--- config.mk ---
export PLATFORM = sky130hd
export DESIGN_NAME = lvl_irq_combiner
export DESIGN_NICKNAME = d
export VERILOG_FILES = /design/src/rtl/lic_pkg.sv /design/src/rtl/lic_decode.sv /design/src/rtl/lic_enable_bank.sv /design/src/rtl/lic_soft_bank.sv /design/src/rtl/lic_irq_reg.sv /design/src/rtl/lvl_irq_combiner.sv
export SDC_FILE = /design/constraint.sdc
export NUM_CORES = 1
export LEC_CHECK = 0
export CAP_MARGIN = 0
export CORE_MARGIN = 1.5
export CORE_UTILIZATION = 56
export DETAILED_ROUTE_END_ITERATION = 8
export DONT_BUFFER_PORTS = 1
export PLACE_DENSITY = 0.74
export SYNTH_ARGS = -nofsm -noshare
export SYNTH_HDL_FRONTEND = slang
export SYNTH_SLANG_ARGS = --single-unit
--- constraint.sdc ---
create_clock -name pclk -period 1 [get_ports pclk]
set_input_delay 0.1 -clock pclk [delete_from_list [all_inputs] [get_ports pclk]]
set_output_delay 0.1 -clock pclk [all_outputs]
set_load 0.03 [all_outputs]
--- src/rtl/lic_pkg.sv ---
package lic_pkg;

   // word indices (byte offset / 4) of the register locations
   localparam int unsigned WIDX_MASKED = 0;
   localparam int unsigned WIDX_RAW    = 1;
   localparam int unsigned WIDX_ENSET  = 2;
   localparam int unsigned WIDX_ENCLR  = 3;
   localparam int unsigned WIDX_SOFT   = 4;

   typedef enum logic [2:0] {
      SEL_NONE   = 3'd0,
      SEL_MASKED = 3'd1,
      SEL_RAW    = 3'd2,
      SEL_ENSET  = 3'd3,
      SEL_ENCLR  = 3'd4,
      SEL_SOFT   = 3'd5
   } lic_sel_e;

endpackage

--- src/rtl/lic_decode.sv ---
module lic_decode
   import lic_pkg::*;
#(
   parameter int unsigned ADDR_W = 12
)(
   input  logic              psel,
   input  logic              penable,
   input  logic              pwrite,
   input  logic [ADDR_W-1:0] paddr,
   output lic_sel_e          sel,
   output logic              wr_stb,
   output logic              rd_act
);

   localparam int unsigned WORD_W = ADDR_W - 2;

   logic [WORD_W-1:0] word;
   logic              unused_lsb;

   assign word       = paddr[ADDR_W-1:2];
   assign unused_lsb = ^paddr[1:0];

   always_comb begin
      if      (word == WORD_W'(WIDX_MASKED)) sel = SEL_MASKED;
      else if (word == WORD_W'(WIDX_RAW))    sel = SEL_RAW;
      else if (word == WORD_W'(WIDX_ENSET))  sel = SEL_ENSET;
      else if (word == WORD_W'(WIDX_ENCLR))  sel = SEL_ENCLR;
      else if (word == WORD_W'(WIDX_SOFT))   sel = SEL_SOFT;
      else                                   sel = SEL_NONE;
   end

   assign wr_stb = psel & penable & pwrite;
   assign rd_act = psel & ~pwrite;

endmodule

--- src/rtl/lic_enable_bank.sv ---
module lic_enable_bank #(
   parameter int unsigned N = 8
)(
   input  logic         clk,
   input  logic         rst_n,
   input  logic         set_stb,
   input  logic         clr_stb,
   input  logic [N-1:0] wdata,
   output logic [N-1:0] en_q
);

   for (genvar i = 0; i < N; i++) begin : g_bit
      logic bit_q;
      always_ff @(posedge clk or negedge rst_n) begin
         if (!rst_n)
            bit_q <= 1'b0;
         else if (set_stb && wdata[i])
            bit_q <= 1'b1;
         else if (clr_stb && wdata[i])
            bit_q <= 1'b0;
      end
      assign en_q[i] = bit_q;
   end

endmodule

--- src/rtl/lic_soft_bank.sv ---
module lic_soft_bank #(
   parameter int unsigned N = 4
)(
   input  logic         clk,
   input  logic         rst_n,
   input  logic         wr_stb,
   input  logic [N-1:0] wdata,
   output logic [N-1:0] soft_q
);

   logic clear_all;
   assign clear_all = (wdata == '0);

   always_ff @(posedge clk or negedge rst_n) begin
      if (!rst_n)
         soft_q <= '0;
      else if (wr_stb) begin
         if (clear_all)
            soft_q <= '0;
         else
            soft_q <= soft_q | wdata;
      end
   end

endmodule

--- src/rtl/lic_irq_reg.sv ---
module lic_irq_reg #(
   parameter int unsigned N = 8
)(
   input  logic         clk,
   input  logic         rst_n,
   input  logic [N-1:0] raw,
   input  logic [N-1:0] en,
   output logic [N-1:0] masked,
   output logic         irq_o
);

   assign masked = raw & en;

   always_ff @(posedge clk or negedge rst_n) begin
      if (!rst_n)
         irq_o <= 1'b0;
      else
         irq_o <= |masked;
   end

endmodule

--- src/rtl/lvl_irq_combiner.sv ---
module lvl_irq_combiner
   import lic_pkg::*;
#(
   parameter int unsigned ADDR_W = 12,
   parameter int unsigned DATA_W = 32,
   parameter int unsigned NUM_HW = 4,
   parameter int unsigned NUM_SW = 4
)(
   input  logic              pclk,
   input  logic              presetn,
   input  logic              psel,
   input  logic              penable,
   input  logic              pwrite,
   input  logic [ADDR_W-1:0] paddr,
   input  logic [DATA_W-1:0] pwdata,
   output logic [DATA_W-1:0] prdata,
   input  logic [NUM_HW-1:0] hw_req,
   output logic              irq_o
);

   localparam int unsigned NUM_SRC = NUM_HW + NUM_SW;

   // elaboration-time parameter checks
   if (NUM_SRC > DATA_W) begin : g_bad_width
      $error("lvl_irq_combiner: NUM_HW+NUM_SW exceeds DATA_W");
   end
   if (ADDR_W < 5) begin : g_bad_addr
      $error("lvl_irq_combiner: ADDR_W must cover offset 0x10");
   end
   if (NUM_HW == 0 || NUM_SW == 0) begin : g_bad_count
      $error("lvl_irq_combiner: source counts must be nonzero");
   end

   lic_sel_e             sel;
   logic                 wr_stb;
   logic                 rd_act;
   logic [NUM_SRC-1:0]   en_q;
   logic [NUM_SW-1:0]    soft_q;
   logic [NUM_SRC-1:0]   raw;
   logic [NUM_SRC-1:0]   masked;

   lic_decode #(.ADDR_W(ADDR_W)) u_decode (
      .psel    (psel),
      .penable (penable),
      .pwrite  (pwrite),
      .paddr   (paddr),
      .sel     (sel),
      .wr_stb  (wr_stb),
      .rd_act  (rd_act)
   );

   lic_enable_bank #(.N(NUM_SRC)) u_enable (
      .clk     (pclk),
      .rst_n   (presetn),
      .set_stb (wr_stb && (sel == SEL_ENSET)),
      .clr_stb (wr_stb && (sel == SEL_ENCLR)),
      .wdata   (pwdata[NUM_SRC-1:0]),
      .en_q    (en_q)
   );

   lic_soft_bank #(.N(NUM_SW)) u_soft (
      .clk     (pclk),
      .rst_n   (presetn),
      .wr_stb  (wr_stb && (sel == SEL_SOFT)),
      .wdata   (pwdata[NUM_SW-1:0]),
      .soft_q  (soft_q)
   );

   assign raw = {hw_req, soft_q};

   lic_irq_reg #(.N(NUM_SRC)) u_irq (
      .clk     (pclk),
      .rst_n   (presetn),
      .raw     (raw),
      .en      (en_q),
      .masked  (masked),
      .irq_o   (irq_o)
   );

   if (NUM_SRC < DATA_W) begin : g_unused_hi
      logic unused_wdata;
      assign unused_wdata = ^pwdata[DATA_W-1:NUM_SRC];
   end

   always_comb begin
      prdata = '0;
      if (rd_act) begin
         case (sel)
            SEL_MASKED: prdata = DATA_W'(masked);
            SEL_RAW:    prdata = DATA_W'(raw);
            SEL_ENSET:  prdata = DATA_W'(en_q);
            SEL_SOFT:   prdata = DATA_W'(soft_q);
            default:    prdata = '0;
         endcase
      end
   end

endmodule

==> summary.txt, run 1 <==
Outcome
  • Status: finished with violations
  • Violations in the final reports: negative setup slack

Drt
  • Via total after detailed routing: between 1,000 and 1,500
  • Post-detailed-route DRC marker count: 0
  • Iteration-0 DRC count of the detailed router: 43
  • Antenna-violating nets left: 0
  • Iteration count of the initial detailed-routing pass: 4
  • Drt wl/cell: between 15 and 20 um
  • Final WL: 3150 um
  • Vias/cell: 5.84

Setup path
  • Maximum fanout count along the critical path: 3
  • Required time of the worst setup path: approximately 900 ps
  • Count of buffering cells on the critical path with inverters included: 1
  • Endpoint class of the critical path: output port
  • CP max-delay cell: dfrtp_1
  • Family with the most delay on the worst path: flip-flops
  • Classification of the worst setup path: reg -> out
  • Worst R2R Start: u_soft.soft_q[1]
  • Arrival time at the worst endpoint: 1250 ps
  • Critical path launch point type: flop
  • Worst setup startpoint: u_enable.g_bit[3].bit_q
  • Worst path max stage delay: 400 ps
  • Cells along the critical path: nand3b_1 -> a21o_1 -> a21oi_2 -> buf_6

Yosys
  • Cell type with the largest total area after synthesis: dfrtp_1
  • YS warnings: 0
  • Summed instance area of the synthesized netlist: 1210 um2
  • Synthesized area divided by synthesized cell count: 9.33 um2
  • Number of synthesized register bits: 13
  • Largest cells by area after synthesis: dfrtp_1 27%, buf_4 15%, nand4_1 6.7%, mux2i_1 6.6%, nand3b_1 5.0%
  • Cell variety after synth: 28
  • Area share of the leading cell type in the synthesized netlist: 0.268
  • Register area share after synthesis: 0.268
  • Post-synthesis instance total: 130

Power and ir drop
  • Register share of total power: 0.465
  • Power per Cell Area: 728 nW/um2
  • Combinational power share: 0.240
  • Switching fraction of total power: 0.330
  • Max rail drop VDD: 768 uV
  • Clk network pwr share: 0.295
  • Switching power total: 0.378 mW
  • Reported leakage power: approximately 0.71 nW
  • Internal power: 0.767 mW

STA
  • Smallest setup slack after layout: -347 ps
  • Count of final setup violators: 9
  • Top achievable clock speed: 743 MHz
  • Transition at the pin with the smallest max-transition slack: 562 ps
  • Period Utilization, post-route: 1.35
  • Setup repair after global routing missed its margin: yes
  • Final hold vios: 0
  • Tmin final: 1350 ps
  • Remaining max-slew budget at the tightest pin: 0.624
  • Final setup skew: 5.14 ps
  • Count of pins over their slew limit: 0

Cells and area
  • Fraction of layout instances using a drive strength above 1: 0.307
  • Fill cells: 136
  • Combined area of the multi-input logic cells: approximately 800 um2
  • Sequential cell area: 325 um2
  • Final cell area excluding filler cells: 1570 um2
  • Leading cell type in the layout, fill and taps excluded: conb_1
  • Highest-count cells in the layout ignoring fill and taps: 24 x conb_1, 17 x buf_4, 13 x nand4_1, 13 x dfrtp_1, 11 x dlygate4sd3_1
  • Ant diodes: 0
  • Area delta synth->final: 29.7%
  • Number of nets in the layout: 217

Placed design
  • Total cell area at the placement stage: approximately 1300 um2
  • Detailed Place HPWL: 1930 um
  • Port Buffers: 0
  • Setup Slack @ Placement: -201 ps
  • Routability cong.: 0.824

Clock network
  • Bufs on Longest Clock Path: 2
  • Clock latency on the worst-skew pair: 290 ps
  • CTS tree: built
  • Clock slew at reported path FFs: 80 ps
  • Clock tree root driver cell: clkbuf_4
  • Clock sink count: 13
  • CTS Buf Count: 3
  • H-tree Lvls: 1

Global routing
  • Total global routing overflow: 0
  • Tot GR Track Use: 0.276
  • Vias in the first global route: 1,090
  • Antenna violations before repair: 0
  • Global-route wire length before repair: 5240 um
  • Largest net degree at the start of global routing: 23

Run
  • Max-cap violation count: 0

Die
  • Area of the placeable core: 2000 um2
  • Core Rows: 16
  • Initial cell density of the core: 0.606
  • Number of ports placed on the die boundary: 86
  • Die height: 49.5 um
  • Floorplan die area: approximately 2500 um2
  • Width of the die: 49.5 um

Min path
  • Type of the most critical hold path: in -> reg
  • Start point of the worst min-delay path: pwdata[0]
## area by class of cell
cell class                 instances  share of cell area
timing repair buffer              39               0.235
inverter                           9              0.0215
multi-input combinational         98               0.498
sequential                        13               0.207
clock buffer                       4              0.0167
tap                               27              0.0215
## cells in the mapped netlist
cell type and count:
and2_1 1, conb_1 1, nor4bb_1 2, and4b_1 1, inv_1 9, a22oi_1 4, o211ai_1 4, a22o_1 4
nor4b_4 1, nand4_1 13, nor2_1 2, mux2i_1 8, buf_4 24, a21o_1 5, nor3_1 4, a21oi_1 5
o22ai_1 4, nor4b_1 4, buf_6 3, nor4_4 1, nor3b_1 1, buf_2 4, and4_1 1, o2111ai_4 1
dfrtp_1 13, clkbuf_8 1, nand3b_1 8, clkdlybuf4s15_2 1
## power by group through the flow
stage                     Combinational, mW  Clock (mW)  Sequential [mW]
final                                 0.274       0.338            0.533
after global routing                  0.291       0.365            0.533
after CTS                             0.269       0.348            0.533
after detailed placement              0.210           0            0.543
after global placement                0.208           0            0.543
after floorplan                       0.310           0            0.543
## registers in the layout, indices dropped and copies added (netlist names)
signal                count
u_soft.soft_q             4
u_enable.g_bit.bit_q      8
u_irq.irq_o               1
## cells by family after synthesis
group                  synth area share
AO/OA/AOI/OAI                     0.172
buffers and inverters             0.241
flip-flops                        0.268
multiplexers                     0.0661
other                           0.00309
AND/OR/NAND/NOR                   0.249
## final timing paths
check	end	slack (ps)	cells after the start
setup reg to reg	u_irq.irq_o	0	4
setup / recovery	prdata[3]	-350	4
hold / removal	u_enable.g_bit[0].bit_q	3	2
min in group asynchronous	u_enable.g_bit[3].bit_q	240	1
max in group asynchronous	u_enable.g_bit[6].bit_q	390	1
hold reg to reg	u_irq.irq_o	650	3
## metal layers
| metal | track usage | share of wire | up-vias |
|---|---|---|---|
| met1 | 0.353 | 0.42 | 541 |
| li1 | - | - | 506 |
| met4 | 0.102 | 0.0092 | 0 |
| met5 | 0 | 0 | - |
| met2 | 0.467 | 0.51 | 59 |
| met3 | 0.0485 | 0.066 | 4 |
## stage by stage
stage                      util  cells  power, mW  TNS (ps)  hold slack (ps)
after detailed placement  0.655    169      0.754     -2670             -195
after floorplan               -    153      0.853     -2650             -196
after global routing      0.786    190       1.19     -2620             8.48
after CTS                 0.777    189       1.15     -2140             8.30
final                     0.786    190       1.15     -2080             2.51
after global placement    0.655    169      0.751     -2230             -195
## repair_timing
item / 4_1_cts / 5_1_grt
hold buffers: 11 / 0
hold endpoints to repair: 26 / 0
gates resized for setup: 15 / 4
pin swaps: 12 / 8
endpoints found under the setup margin: 8 / 13
gates cloned: 0 / 0
buffers inserted: 5 / 6
Power figures use the tool's default switching activity.
==> inputs of run 2 (changes only) <==
--- a/config.mk
+++ b/config.mk
@@ -7,10 +7,10 @@
 export LEC_CHECK = 0
 export CAP_MARGIN = 0
 export CORE_MARGIN = 1.5
-export CORE_UTILIZATION = 56
+export CORE_UTILIZATION = 35
 export DETAILED_ROUTE_END_ITERATION = 8
 export DONT_BUFFER_PORTS = 1
-export PLACE_DENSITY = 0.74
+export GPL_TIMING_DRIVEN = 0
 export SYNTH_ARGS = -nofsm -noshare
 export SYNTH_HDL_FRONTEND = slang
 export SYNTH_SLANG_ARGS = --single-unit
==> summary.txt, run 2 (synthesized netlist as in run 1, its figures left out) <==
Outcome
  • Status: finished with violations
  • Violations in the final reports: negative setup slack

Cells and area
  • Final cell area excluding filler cells: 1670 um2
  • Combined area of the multi-input logic cells: 785 um2
  • Number of nets in the layout: 230
  • Fill cells: 324
  • Largest regs: u_enable.g_bit.bit_q: 8 flops, u_soft.soft_q: 4 flops, u_irq.irq_o: 1 flops
  • Area delta synth->final: 37.8%
  • Highest-count cells in the layout ignoring fill and taps: 32 x buf_4, 24 x conb_1, 13 x nand4_1, 13 x dfrtp_1, 9 x inv_1
  • Post-layout instance count excluding filler cells: 222
  • Fraction of layout instances using a drive strength above 1: 0.358
  • Largest reg by FF count: u_enable.g_bit.bit_q
  • Utilization of the core after routing: 0.501
  • Leading cell type in the layout, fill and taps excluded: buf_4
  • Max reg flops: 8
  • Ant diodes: 0
  • Sequential cell area: approximately 330 um2

STA
  • Final setup skew: 6.16 ps
  • Setup repair after global routing missed its margin: yes
  • Remaining max-slew budget at the tightest pin: 0.621
  • Transition at the pin with the smallest max-transition slack: 567 ps
  • Smallest setup slack after layout: -329 ps
  • Final hold vios: 0
  • Count of pins over their slew limit: 0
  • TNS Setup: -2280 ps
  • Tmin final: approximately 1300 ps
  • Top achievable clock speed: around 750 MHz
  • Count of final setup violators: 9
  • Period Utilization, post-route: 1.33

Placed design
  • Port Buffers: 0
  • Number of placed cells counting well taps: 199
  • Detailed Place HPWL: between 2000 and 2500 um
  • Total cell area at the placement stage: roughly 1400 um2
  • Routability cong.: 0.875

Power and ir drop
  • Max rail drop VDD: 371 uV
  • Internal power: 0.831 mW
  • Register share of total power: 0.434
  • Final Power: roughly 1.2 mW
  • Clk network pwr share: 0.257
  • Power per Cell Area: roughly 740 nW/um2
  • Reported leakage power: around 0.78 nW
  • Combinational power share: 0.309
  • Switching power total: 0.398 mW
  • Switching fraction of total power: 0.324

Die
  • Floorplan die area: between 3000 and 4000 um2
  • Area of the placeable core: 3340 um2
  • Initial cell density of the core: 0.363
  • Core Rows: 21
  • Die height: slightly above 60 um
  • Width of the die: between 60 and 70 um
  • Number of ports placed on the die boundary: 86

Setup path
  • Critical path launch point type: flop
  • Classification of the worst setup path: reg -> out
  • Worst R2R Start: u_soft.soft_q[0]
  • Reg2Reg Capture Point: u_irq.irq_o
  • Reg-to-reg slack, setup: -10 ps
  • Capturing element of the worst setup path: prdata[1]
  • Arrival time at the worst endpoint: 1230 ps
  • Endpoint class of the critical path: output port
  • Maximum fanout count along the critical path: 3
  • Worst setup startpoint: u_enable.g_bit[1].bit_q
  • Reg2reg path depth: 4
  • Required time of the worst setup path: 900 ps

Drt
  • Iteration-0 DRC count of the detailed router: slightly above 50
  • Drt wl/cell: 13.7 um
  • Final WL: 3040 um
  • Via total after detailed routing: 1,094
  • Antenna-violating nets left: 0
  • Iteration count of the initial detailed-routing pass: 4
  • Vias/cell: roughly 4.9
  • Post-detailed-route DRC marker count: 0

Clock network
  • Clock latency on the worst-skew pair: 270 ps
  • Clock sink count: 13
  • Bufs on Longest Clock Path: 2
  • CTS Buf Count: 3
  • CTS tree: built
  • Clock tree root driver cell: clkbuf_4
  • Clock slew at reported path FFs: 80 ps
  • H-tree Lvls: 1

Global routing
  • Global-route wire length before repair: roughly 4600 um
  • Antenna violations before repair: 0
  • Met3 layer usage reported by global route: 0.0124
  • Vias in the first global route: 1,021
  • Largest net degree at the start of global routing: 14
  • Met1 track demand over resource in global routing: 0.183
  • Tot GR Track Use: 0.156
  • Busiest layer in global routing: met2
  • Total global routing overflow: 0
  • Grt met2 use: 0.295

Run
  • Max-cap violation count: 0

Min path
  • Type of the most critical hold path: in -> reg
[run 2: cell count changes in the layout (fill, tap and decap cells not counted), moves of 4 or more]
cell           delta
buf_2             +4
o22ai_1           +4
a21oi_4           +4
buf_4            +15
o22ai_2           -4
buf_6             -4
dlygate4sd3_1     -4
a21oi_2           -4
[run 2: what timing repair did]
item	CTS	global route
pin swaps	14	7
resized for setup	5	6
hold endpoints to repair	18	0
setup buffers	12	1
hold buffers	7	0
setup endpoints to repair	8	9
[run 2: layout make-up]
cell class,count,share of cell area
clock buffer,4,0.0157
sequential,13,0.195
buffer,33,0.155
inverter,9,0.0202
tap,46,0.0345
multi-input combinational,98,0.470
timing repair buffer,19,0.110
[run 2: worst min path at each step]
stage,start,end,cells past startpoint
floorplan,presetn,u_enable.g_bit[0].bit_q,0
detailed placement,presetn,u_enable.g_bit[7].bit_q,0
global placement,presetn,u_irq.irq_o,0
finish,hw_req[2],u_irq.irq_o,2
CTS,hw_req[2],u_irq.irq_o,2
global route,hw_req[2],u_irq.irq_o,2
[run 2: worst max-delay path, cell delays in order, from the launching register on]
cell	delay (ps)
dfrtp_1	410
nand3b_1	100
a21o_1	190
a21oi_4	270
[run 2: routing by layer]
metal,part of all wire,vias up,routed length [um]
met4,0.011,0,34
met2,0.56,35,1690
met3,0.027,8,83
li1,-,532,-
met1,0.40,519,1220
met5,0,-,0
[run 2: power groups by stage]
stage                     logic, mW  registers, mW  clock network, mW
after floorplan               0.310          0.543                  0
after global placement        0.327          0.544                  0
after detailed placement      0.330          0.544                  0
after CTS                     0.373          0.533              0.323
after global routing          0.409          0.533              0.340
final                         0.380          0.533              0.316
[run 2: through the flow]
step                setup WS (ps)  hold WS (ps)
floorplan                    -315          -196
global placement             -448          -195
detailed placement           -472          -195
CTS                          -327          8.43
global route                 -367          9.64
finish                       -329          9.97
